## config.mk

```make
export PLATFORM = sky130hd
export DESIGN_NAME = adc_scan_seq
export DESIGN_NICKNAME = d
export VERILOG_FILES = /design/src/rtl/adc_scan_pkg.sv /design/src/rtl/adc_scan_trig.sv /design/src/rtl/adc_scan_fsm.sv /design/src/rtl/adc_scan_regs.sv /design/src/rtl/adc_scan_seq.sv
export SDC_FILE = /design/constraint.sdc
export NUM_CORES = 1
export LEC_CHECK = 0
export CAP_MARGIN = 20
export CORE_UTILIZATION = 41
export CTS_CLUSTER_SIZE = 40
export DETAILED_ROUTE_END_ITERATION = 12
export PLACE_DENSITY = 0.73
export SLEW_MARGIN = 20
export SYNTH_ARGS = -nofsm -noshare
export SYNTH_HDL_FRONTEND = slang
export SYNTH_SLANG_ARGS = --single-unit
```

## constraint.sdc

```tcl
create_clock -name clk -period 3.55 [get_ports clk]
set_input_delay 0.71 -clock clk [delete_from_list [all_inputs] [get_ports clk]]
set_output_delay 0.71 -clock clk [all_outputs]
set_load 0.005 [all_outputs]
```

## src/rtl/adc_scan_pkg.sv

```systemverilog
package adc_scan_pkg;

  // Sequencer phases: idle, one-cycle request, waiting for the converter.
  typedef enum logic [1:0] {
    SEQ_IDLE  = 2'd0,
    SEQ_ISSUE = 2'd1,
    SEQ_WAIT  = 2'd2
  } seq_state_e;

  // Per-source enables for hardware starts.
  typedef struct packed {
    logic tmr;
    logic ext;
  } trig_en_t;

endpackage

```

## src/rtl/adc_scan_trig.sv

```systemverilog
module adc_scan_trig
  import adc_scan_pkg::*;
#(
  parameter int SYNC_N = 2
) (
  input  logic     clk,
  input  logic     rst_n,
  input  logic     tmr_pulse_i,
  input  logic     ext_pin_i,
  input  trig_en_t en_i,
  output logic     hw_req_o
);

  // Synchroniser stages plus one extra stage for edge detection.
  logic [SYNC_N:0] sync_q;
  logic            ext_rise;

  always_ff @(posedge clk or negedge rst_n) begin
    if (!rst_n) sync_q <= '0;
    else        sync_q <= {sync_q[SYNC_N-1:0], ext_pin_i};
  end

  assign ext_rise = sync_q[SYNC_N-1] & ~sync_q[SYNC_N];
  assign hw_req_o = (tmr_pulse_i & en_i.tmr) | (ext_rise & en_i.ext);


  trig_gate_chk: assert property (@(posedge clk) disable iff (!rst_n)
    hw_req_o |-> (en_i.tmr || en_i.ext));

endmodule

```

## src/rtl/adc_scan_fsm.sv

```systemverilog
module adc_scan_fsm
  import adc_scan_pkg::*;
#(
  parameter int GRP_W = 1,
  parameter int IDX_W = 2,
  parameter int RES_W = 10,
  localparam int CH_W = GRP_W + IDX_W
) (
  input  logic             clk,
  input  logic             rst_n,
  input  logic             start_evt_i,
  input  logic             stop_evt_i,
  input  logic [GRP_W-1:0] grp_d_i,
  input  logic [IDX_W-1:0] span_d_i,
  input  logic             conv_done_i,
  input  logic [RES_W-1:0] conv_data_i,
  output logic             conv_start_o,
  output logic [CH_W-1:0]  conv_ch_o,
  output logic             scan_end_o,
  output logic             res_we_o,
  output logic [CH_W-1:0]  res_ch_o,
  output logic [RES_W-1:0] res_data_o
);

  // Absolute channel from group and position in group.
  function automatic logic [CH_W-1:0] chan_of(input logic [GRP_W-1:0] g,
                                              input logic [IDX_W-1:0] i);
    return {g, i};
  endfunction

  // Position i is the last one of a group of span+1 channels.
  function automatic logic is_last(input logic [IDX_W-1:0] i,
                                   input logic [IDX_W-1:0] span);
    return i == span;
  endfunction

  seq_state_e       state_q;
  logic [IDX_W-1:0] idx_q;
  logic [GRP_W-1:0] grp_a_q;
  logic [IDX_W-1:0] span_a_q;
  logic             done_acc;

  // A done pulse counts only while waiting and not in the stop cycle.
  assign done_acc     = (state_q == SEQ_WAIT) && conv_done_i && !stop_evt_i;
  assign conv_start_o = (state_q == SEQ_ISSUE);
  assign conv_ch_o    = chan_of(grp_a_q, idx_q);
  assign res_we_o     = done_acc;
  assign res_ch_o     = chan_of(grp_a_q, idx_q);
  assign res_data_o   = conv_data_i;
  assign scan_end_o   = done_acc && is_last(idx_q, span_a_q);

  always_ff @(posedge clk or negedge rst_n) begin
    if (!rst_n) begin
      state_q  <= SEQ_IDLE;
      idx_q    <= '0;
      grp_a_q  <= '0;
      span_a_q <= '0;
    end else if (stop_evt_i) begin
      state_q <= SEQ_IDLE;
    end else if (start_evt_i) begin
      state_q  <= SEQ_ISSUE;
      idx_q    <= '0;
      grp_a_q  <= grp_d_i;
      span_a_q <= span_d_i;
    end else begin
      case (state_q)
        SEQ_ISSUE: state_q <= SEQ_WAIT;
        SEQ_WAIT: if (done_acc) begin
          state_q <= SEQ_ISSUE;
          idx_q   <= is_last(idx_q, span_a_q) ? '0 : idx_q + IDX_W'(1);
        end
        default: state_q <= SEQ_IDLE;
      endcase
    end
  end


  next_req_chk: assert property (@(posedge clk) disable iff (!rst_n)
    done_acc |=> conv_start_o);


  first_chan_chk: assert property (@(posedge clk) disable iff (!rst_n)
    start_evt_i |=> (conv_start_o && conv_ch_o[IDX_W-1:0] == '0 &&
                     conv_ch_o[CH_W-1:IDX_W] == $past(grp_d_i)));


  wrap_chk: assert property (@(posedge clk) disable iff (!rst_n)
    scan_end_o |=> (conv_ch_o[IDX_W-1:0] == '0));

endmodule

```

## src/rtl/adc_scan_regs.sv

```systemverilog
module adc_scan_regs
  import adc_scan_pkg::*;
#(
  parameter int DATA_W = 16,
  parameter int RES_W  = 10,
  parameter int GRP_W  = 1,
  parameter int IDX_W  = 2,
  localparam int CH_W    = GRP_W + IDX_W,
  localparam int NCH     = 2 ** CH_W,
  localparam int ADDR_W  = CH_W + 1
) (
  input  logic              clk,
  input  logic              rst_n,
  input  logic              wr_i,
  input  logic              rd_i,
  input  logic [ADDR_W-1:0] addr_i,
  input  logic [DATA_W-1:0] wdata_i,
  output logic [DATA_W-1:0] rdata_o,
  input  logic              hw_req_i,
  input  logic              scan_end_i,
  input  logic              res_we_i,
  input  logic [CH_W-1:0]   res_ch_i,
  input  logic [RES_W-1:0]  res_data_i,
  output logic              start_evt_o,
  output logic              stop_evt_o,
  output logic [GRP_W-1:0]  grp_d_o,
  output logic [IDX_W-1:0]  span_d_o,
  output trig_en_t          trig_en_o,
  output logic              irq_o
);

  // Control field positions, derived from the group and span widths.
  localparam int RUN_B   = 0;
  localparam int GRP_LO  = 1;
  localparam int SPAN_LO = GRP_LO + GRP_W;
  localparam int IEN_B   = SPAN_LO + IDX_W;
  localparam int FLAG_B  = IEN_B + 1;
  localparam int TEN_B   = 8;
  localparam int XEN_B   = 9;

  logic             run_q, run_d;
  logic [GRP_W-1:0] grp_q;
  logic [IDX_W-1:0] span_q;
  logic             ien_q, flag_q, flag_d, armed_q;
  logic             ten_q, xen_q;
  logic             ctrl_hit, ctrl_wr, ctrl_rd, clr_ok;
  logic [RES_W-1:0] res_q [NCH];
  logic             unused_wbits;

  assign unused_wbits = ^{wdata_i[DATA_W-1:XEN_B+1], wdata_i[TEN_B-1:FLAG_B+1]};

  assign ctrl_hit = (addr_i == '0);
  assign ctrl_wr  = wr_i & ctrl_hit;
  assign ctrl_rd  = rd_i & ctrl_hit;

  // Software write wins over a hardware start in the same cycle.
  assign run_d    = ctrl_wr ? wdata_i[RUN_B] : (run_q | hw_req_i);
  assign grp_d_o  = ctrl_wr ? wdata_i[GRP_LO +: GRP_W] : grp_q;
  assign span_d_o = ctrl_wr ? wdata_i[SPAN_LO +: IDX_W] : span_q;

  assign start_evt_o = run_d & ~run_q;
  assign stop_evt_o  = run_q & ~run_d;

  // Flag: set has priority over the armed clear.
  assign clr_ok = ctrl_wr & ~wdata_i[FLAG_B] & armed_q;
  assign flag_d = scan_end_i ? 1'b1 : (clr_ok ? 1'b0 : flag_q);

  always_ff @(posedge clk or negedge rst_n) begin
    if (!rst_n) begin
      run_q   <= 1'b0;
      grp_q   <= '0;
      span_q  <= '0;
      ien_q   <= 1'b0;
      ten_q   <= 1'b0;
      xen_q   <= 1'b0;
      flag_q  <= 1'b0;
      armed_q <= 1'b0;
    end else begin
      run_q  <= run_d;
      grp_q  <= grp_d_o;
      span_q <= span_d_o;
      flag_q <= flag_d;
      if (ctrl_wr) begin
        ien_q <= wdata_i[IEN_B];
        ten_q <= wdata_i[TEN_B];
        xen_q <= wdata_i[XEN_B];
      end
      if (clr_ok)                armed_q <= 1'b0;
      else if (ctrl_rd && flag_q) armed_q <= 1'b1;
    end
  end

  // One result register per channel.
  for (genvar c = 0; c < NCH; c++) begin : g_res
    always_ff @(posedge clk or negedge rst_n) begin
      if (!rst_n)                                     res_q[c] <= '0;
      else if (res_we_i && res_ch_i == CH_W'(c))      res_q[c] <= res_data_i;
    end
  end

  always_comb begin
    rdata_o = '0;
    if (ctrl_hit) begin
      rdata_o[RUN_B]             = run_q;
      rdata_o[GRP_LO +: GRP_W]   = grp_q;
      rdata_o[SPAN_LO +: IDX_W]  = span_q;
      rdata_o[IEN_B]             = ien_q;
      rdata_o[FLAG_B]            = flag_q;
      rdata_o[TEN_B]             = ten_q;
      rdata_o[XEN_B]             = xen_q;
    end else if (addr_i[ADDR_W-1]) begin
      rdata_o[RES_W-1:0] = res_q[addr_i[CH_W-1:0]];
    end
  end

  assign trig_en_o.tmr = ten_q;
  assign trig_en_o.ext = xen_q;
  assign irq_o         = flag_q & ien_q;


  flag_set_chk: assert property (@(posedge clk) disable iff (!rst_n)
    scan_end_i |=> flag_q);


  flag_clear_chk: assert property (@(posedge clk) disable iff (!rst_n)
    $fell(flag_q) |-> $past(armed_q));


  no_store_halted_chk: assert property (@(posedge clk) disable iff (!rst_n)
    !run_q |-> !res_we_i);

endmodule

```

## src/rtl/adc_scan_seq.sv

```systemverilog
module adc_scan_seq
  import adc_scan_pkg::*;
#(
  parameter int DATA_W = 16,
  parameter int RES_W  = 10,
  parameter int GRP_W  = 1,
  parameter int IDX_W  = 2,
  parameter int SYNC_N = 2,
  localparam int CH_W   = GRP_W + IDX_W,
  localparam int ADDR_W = CH_W + 1
) (
  input  logic              clk,
  input  logic              rst_n,
  input  logic              bus_wr,
  input  logic              bus_rd,
  input  logic [ADDR_W-1:0] bus_addr,
  input  logic [DATA_W-1:0] bus_wdata,
  output logic [DATA_W-1:0] bus_rdata,
  input  logic              tmr_trig,
  input  logic              ext_trig,
  output logic              conv_start,
  output logic [CH_W-1:0]   conv_ch,
  input  logic              conv_done,
  input  logic [RES_W-1:0]  conv_data,
  output logic              scan_irq
);

  logic             hw_req, start_evt, stop_evt, scan_end, res_we;
  logic [GRP_W-1:0] grp_d;
  logic [IDX_W-1:0] span_d;
  logic [CH_W-1:0]  res_ch;
  logic [RES_W-1:0] res_data;
  trig_en_t         trig_en;

  adc_scan_trig #(.SYNC_N(SYNC_N)) u_trig (
    .clk(clk), .rst_n(rst_n), .tmr_pulse_i(tmr_trig), .ext_pin_i(ext_trig),
    .en_i(trig_en), .hw_req_o(hw_req)
  );

  adc_scan_regs #(.DATA_W(DATA_W), .RES_W(RES_W), .GRP_W(GRP_W), .IDX_W(IDX_W)) u_regs (
    .clk(clk), .rst_n(rst_n), .wr_i(bus_wr), .rd_i(bus_rd), .addr_i(bus_addr),
    .wdata_i(bus_wdata), .rdata_o(bus_rdata), .hw_req_i(hw_req),
    .scan_end_i(scan_end), .res_we_i(res_we), .res_ch_i(res_ch),
    .res_data_i(res_data), .start_evt_o(start_evt), .stop_evt_o(stop_evt),
    .grp_d_o(grp_d), .span_d_o(span_d), .trig_en_o(trig_en), .irq_o(scan_irq)
  );

  adc_scan_fsm #(.GRP_W(GRP_W), .IDX_W(IDX_W), .RES_W(RES_W)) u_fsm (
    .clk(clk), .rst_n(rst_n), .start_evt_i(start_evt), .stop_evt_i(stop_evt),
    .grp_d_i(grp_d), .span_d_i(span_d), .conv_done_i(conv_done),
    .conv_data_i(conv_data), .conv_start_o(conv_start), .conv_ch_o(conv_ch),
    .scan_end_o(scan_end), .res_we_o(res_we), .res_ch_o(res_ch),
    .res_data_o(res_data)
  );


  halted_quiet_chk: assert property (@(posedge clk) disable iff (!rst_n)
    (conv_start && $past(stop_evt)) |-> 1'b0);

endmodule

```

==> summary.txt <==
Clock tree
  – Clock Sinks: between 90 and 100
  – Clock transition at path regs: 0.07 ns
  – Max clock buf depth: 2
  – Root buf cell: clkbuf_16
  – CTS tree: built
  – Htree depth: 3
  – Clk_lat worst skew: about 0.35 ns
  – TritonCTS buffer count: 9

Placement
  – IO buf count: 43
  – Pre-CTS setup slack: -0.05669 ns
  – Post-detail-place hpwl: roughly 7400 um
  – RePlAce Congestion: between 0.8 and 0.9

Synth
  – Sequential cell area fraction in the yosys report: 0.5286
  – Netlist cell types: 37
  – Mapped Avg Cell Area: ~14 um^2
  – Ys async rst share: 1.000
  – Synth Flop Type: dfrtp_1
  – Mapped Cells: 340
  – Synth warn: 0
  – Number of synthesized flops with an enable pin: 0
  – Post-Syn Area: around 4700 um^2
  – Number of synthesized register bits: 99

Critical path
  – Crit-path cells: clkdlybuf4s50_1, nand2b_1, buf_4, o221ai_1, o21ai_0, clkdlybuf4s50_1
  – Bufs and invs on worst path: 3
  – CP max-delay cell: clkdlybuf4s50_1
  – Worst R2R Setup Slack: between 1 and 1.5 ns
  – Crit-path max FO: 6
  – R2R cell count: 9
  – Crit path arrival time: ~2.7 ns
  – Most frequent CP cell: clkdlybuf4s50_1
  – Startpoint types: primary input
  – Max stage delay on crit path: between 0.6 and 0.7 ns
  – Crit Path Category: primary input to output pin
  – Worst r2r dst: u_regs.res_q[39]$_DFFE_PN0P_
  – Worst endpoint required time: around 2.8 ns
  – Worst Setup End Kind: output pin
  – Reg-to-Reg Start: u_regs.xen_q$_DFFE_PN0N_
  – Worst path top cell family by delay: buffers and inverters

Route
  – ANT nets after route: 0
  – Routed wire per std cell: 18.94 um
  – DRC marker count from the first detailed-route iteration: between 100 and 150
  – DR vias: between 3000 and 4000
  – DR vias/cell: 5.401
  – Total wire length: approximately 11000 um
  – TritonRoute pass-1 iters: 4
  – Residual DRC: 0

Layout
  – P&R area growth vs syn: 25.28%
  – Fillers: 915
  – Antenna cells: 0
  – Layout net count: 460
  – Share of layout cells above drive strength 1: 0.3824
  – Multi-input logic area: roughly 2100 um^2
  – Most frequent cells in the layout: dfrtp_1 (99), mux2_2 (91), clkdlybuf4s50_1 (41), buf_4 (32), mux2i_1 (24)
  – Register area: about 2500 um^2
  – Most common cell after layout, fill and taps aside: dfrtp_1

Pwr
  – Leakage Power: about 2.8 nW
  – Peak VDD IR: about 0.26 mV
  – Pwr Density: around 620 nW/um^2

Timing
  – Final hold slack: 0.3523 ns
  – Final setup margin: 0.1137 ns
  – Final setup violation count: 0
  – RSZ-0062 raised after global routing: no
  – Min cycle time layout: about 3.4 ns
  – Crit share post-route: 0.9680
  – Highest Clock Rate: a little under 0.3 GHz
  – Slew headroom: 0.5411
  – Worst Skew: approximately 0.013 ns
  – Hold Vio Cnt, Final: 0
  – Max-slew violation count: 0
  – Tightest Pin Transition: 0.6883 ns

Worst hold path
  – Hold depth: 0
  – WHS Endpoint: u_trig.sync_q[1]$_DFF_PN0_
  – Hold path start: u_trig.sync_q[0]$_DFF_PN0_
  – Hold Path Class: register to register

Floorplan
  – Num ports: a little under 60
  – Core area: about 11000 um^2
  – FP Rows: 38
  – Die height: roughly 110 um
  – Die width: roughly 110 um
  – Die ar.: 11860 um^2
  – Initial Utilization: 0.4267

Status
  – Status: finished, final reports clean

Global routing
  – Largest net degree at the start of global routing: 54
  – Vias in the first global route: 3229
  – Total grt overflow: 0
  – GRT Total Usage: 0.1996
  – First-pass GRT wire length: ~17000 um
  – Antenna violations before repair: 0

Job
  – Max Cap Violations: 0
logic make-up after synthesis:
| kind of cell | count (synthesis) | share of synthesized area |
|---|---|---|
| other | 1 | 0.0008001 |
| DFF | 99 | 0.5286 |
| AOI/OAI and AO/OA | 32 | 0.04378 |
| xor gates and xnor gates | 2 | 0.003738 |
| adders and majority gates | 7 | 0.01869 |
| and+or+nand+nor | 50 | 0.06274 |
| buffers and inverters | 24 | 0.02856 |
| muxes | 125 | 0.3131 |
final cells by class:
cell class | instances | share of cell area
flip-flops and latches | 99 | 0.4219
multi-input cells | 222 | 0.3567
repair buffers | 79 | 0.1293
clock buffers | 9 | 0.03836
well taps | 140 | 0.02983
clock inverters | 7 | 0.02067
inverters | 5 | 0.003196
timing repair:
action / CTS / global route
gates resized for setup: 1 / 0
endpoints found under the setup margin: 1 / 0
setup buffers: 0 / 0
hold buffers: 0 / 0
endpoints found under the hold margin: 0 / 0
per-stage QoR:
step                      utilization  TNS (ns)  instance area [um^2]  instances  power (W)
after floorplan                     -         0                  4706        345   0.002176
after global placement         0.5032   -0.2613                  5527        545   0.002448
after detailed placement       0.5032   -0.4413                  5527        545   0.002511
after CTS                      0.5346         0                  5872        561   0.003644
after global routing           0.5346         0                  5872        561   0.003806
final                          0.5346         0                  5872        561   0.003611
worst reg2reg max path, cell delays in order, from the launching register on:
cell      delay, ns
dfrtp_1        0.37
nand2_1        0.06
o21ai_0        0.13
mux2_2         0.22
inv_1          0.05
ha_1           0.22
nor4bb_1       0.26
buf_4          0.22
nand3_2        0.31
mux2_2         0.39
power breakdown:
part | total [W] | switching [W] | internal (W)
Clock | 0.00112 | 0.000424 | 0.000693
Combinational | 0.000858 | 0.000331 | 0.000527
Sequential | 0.00164 | 0.000195 | 0.00144
Total | 0.00361 | 0.000950 | 0.00266
how the worst max path moves through the flow:
stage	from	end	cells after the start
final	bus_addr[2]	bus_rdata[4]	6
after CTS	bus_addr[2]	bus_rdata[3]	8
after global placement	bus_addr[0]	u_regs.res_q[39]$_DFFE_PN0P_	10
after floorplan	bus_addr[0]	u_regs.res_q[60]$_DFFE_PN0P_	11
after detailed placement	bus_addr[2]	u_regs.res_q[39]$_DFFE_PN0P_	10
after global routing	bus_addr[2]	bus_rdata[1]	8
sequential cells by signal, indices dropped and copies added (netlist names):
register        cells
u_fsm.grp_a_q       1
u_fsm.idx_q         2
u_fsm.span_a_q      2
u_fsm.state_q       2
u_regs.armed_q      1
u_regs.flag_q       1
u_regs.grp_q        1
u_regs.ien_q        1
u_regs.res_q       80
u_regs.run_q        1
u_regs.span_q       2
u_regs.ten_q        1
u_regs.xen_q        1
u_trig.sync_q       3
metal layers:
metal | routed length (um) | vias up | GRT usage
li1 | - | 1382 | -
met1 | 4718 | 1573 | 0.2587
met2 | 5363 | 63 | 0.3329
met3 | 421 | 12 | 0.04483
met4 | 121 | 0 | 0.06081
met5 | 0 | - | 0
Yosys cell counts, types with 2 or more instances:
cell type	instances	share of area
a21oi_1	2	0.0021
buf_2	5	0.0053
buf_4	8	0.013
clkbuf_1	5	0.0040
dfrtp_1	99	0.53
ha_1	7	0.019
inv_1	5	0.0040
mux2_2	91	0.22
mux2_4	3	0.0096
mux2i_1	24	0.051
mux4_2	7	0.034
nand2_1	22	0.018
nand2b_1	3	0.0040
nand3_1	2	0.0021
nand3_2	4	0.0085
nand3b_1	2	0.0032
nor2_1	4	0.0032
nor2b_1	6	0.0080
o21ai_0	12	0.013
o221ai_1	2	0.0037
o22ai_1	10	0.013
xor2_1	2	0.0037
(Power assumes the default switching activity.)
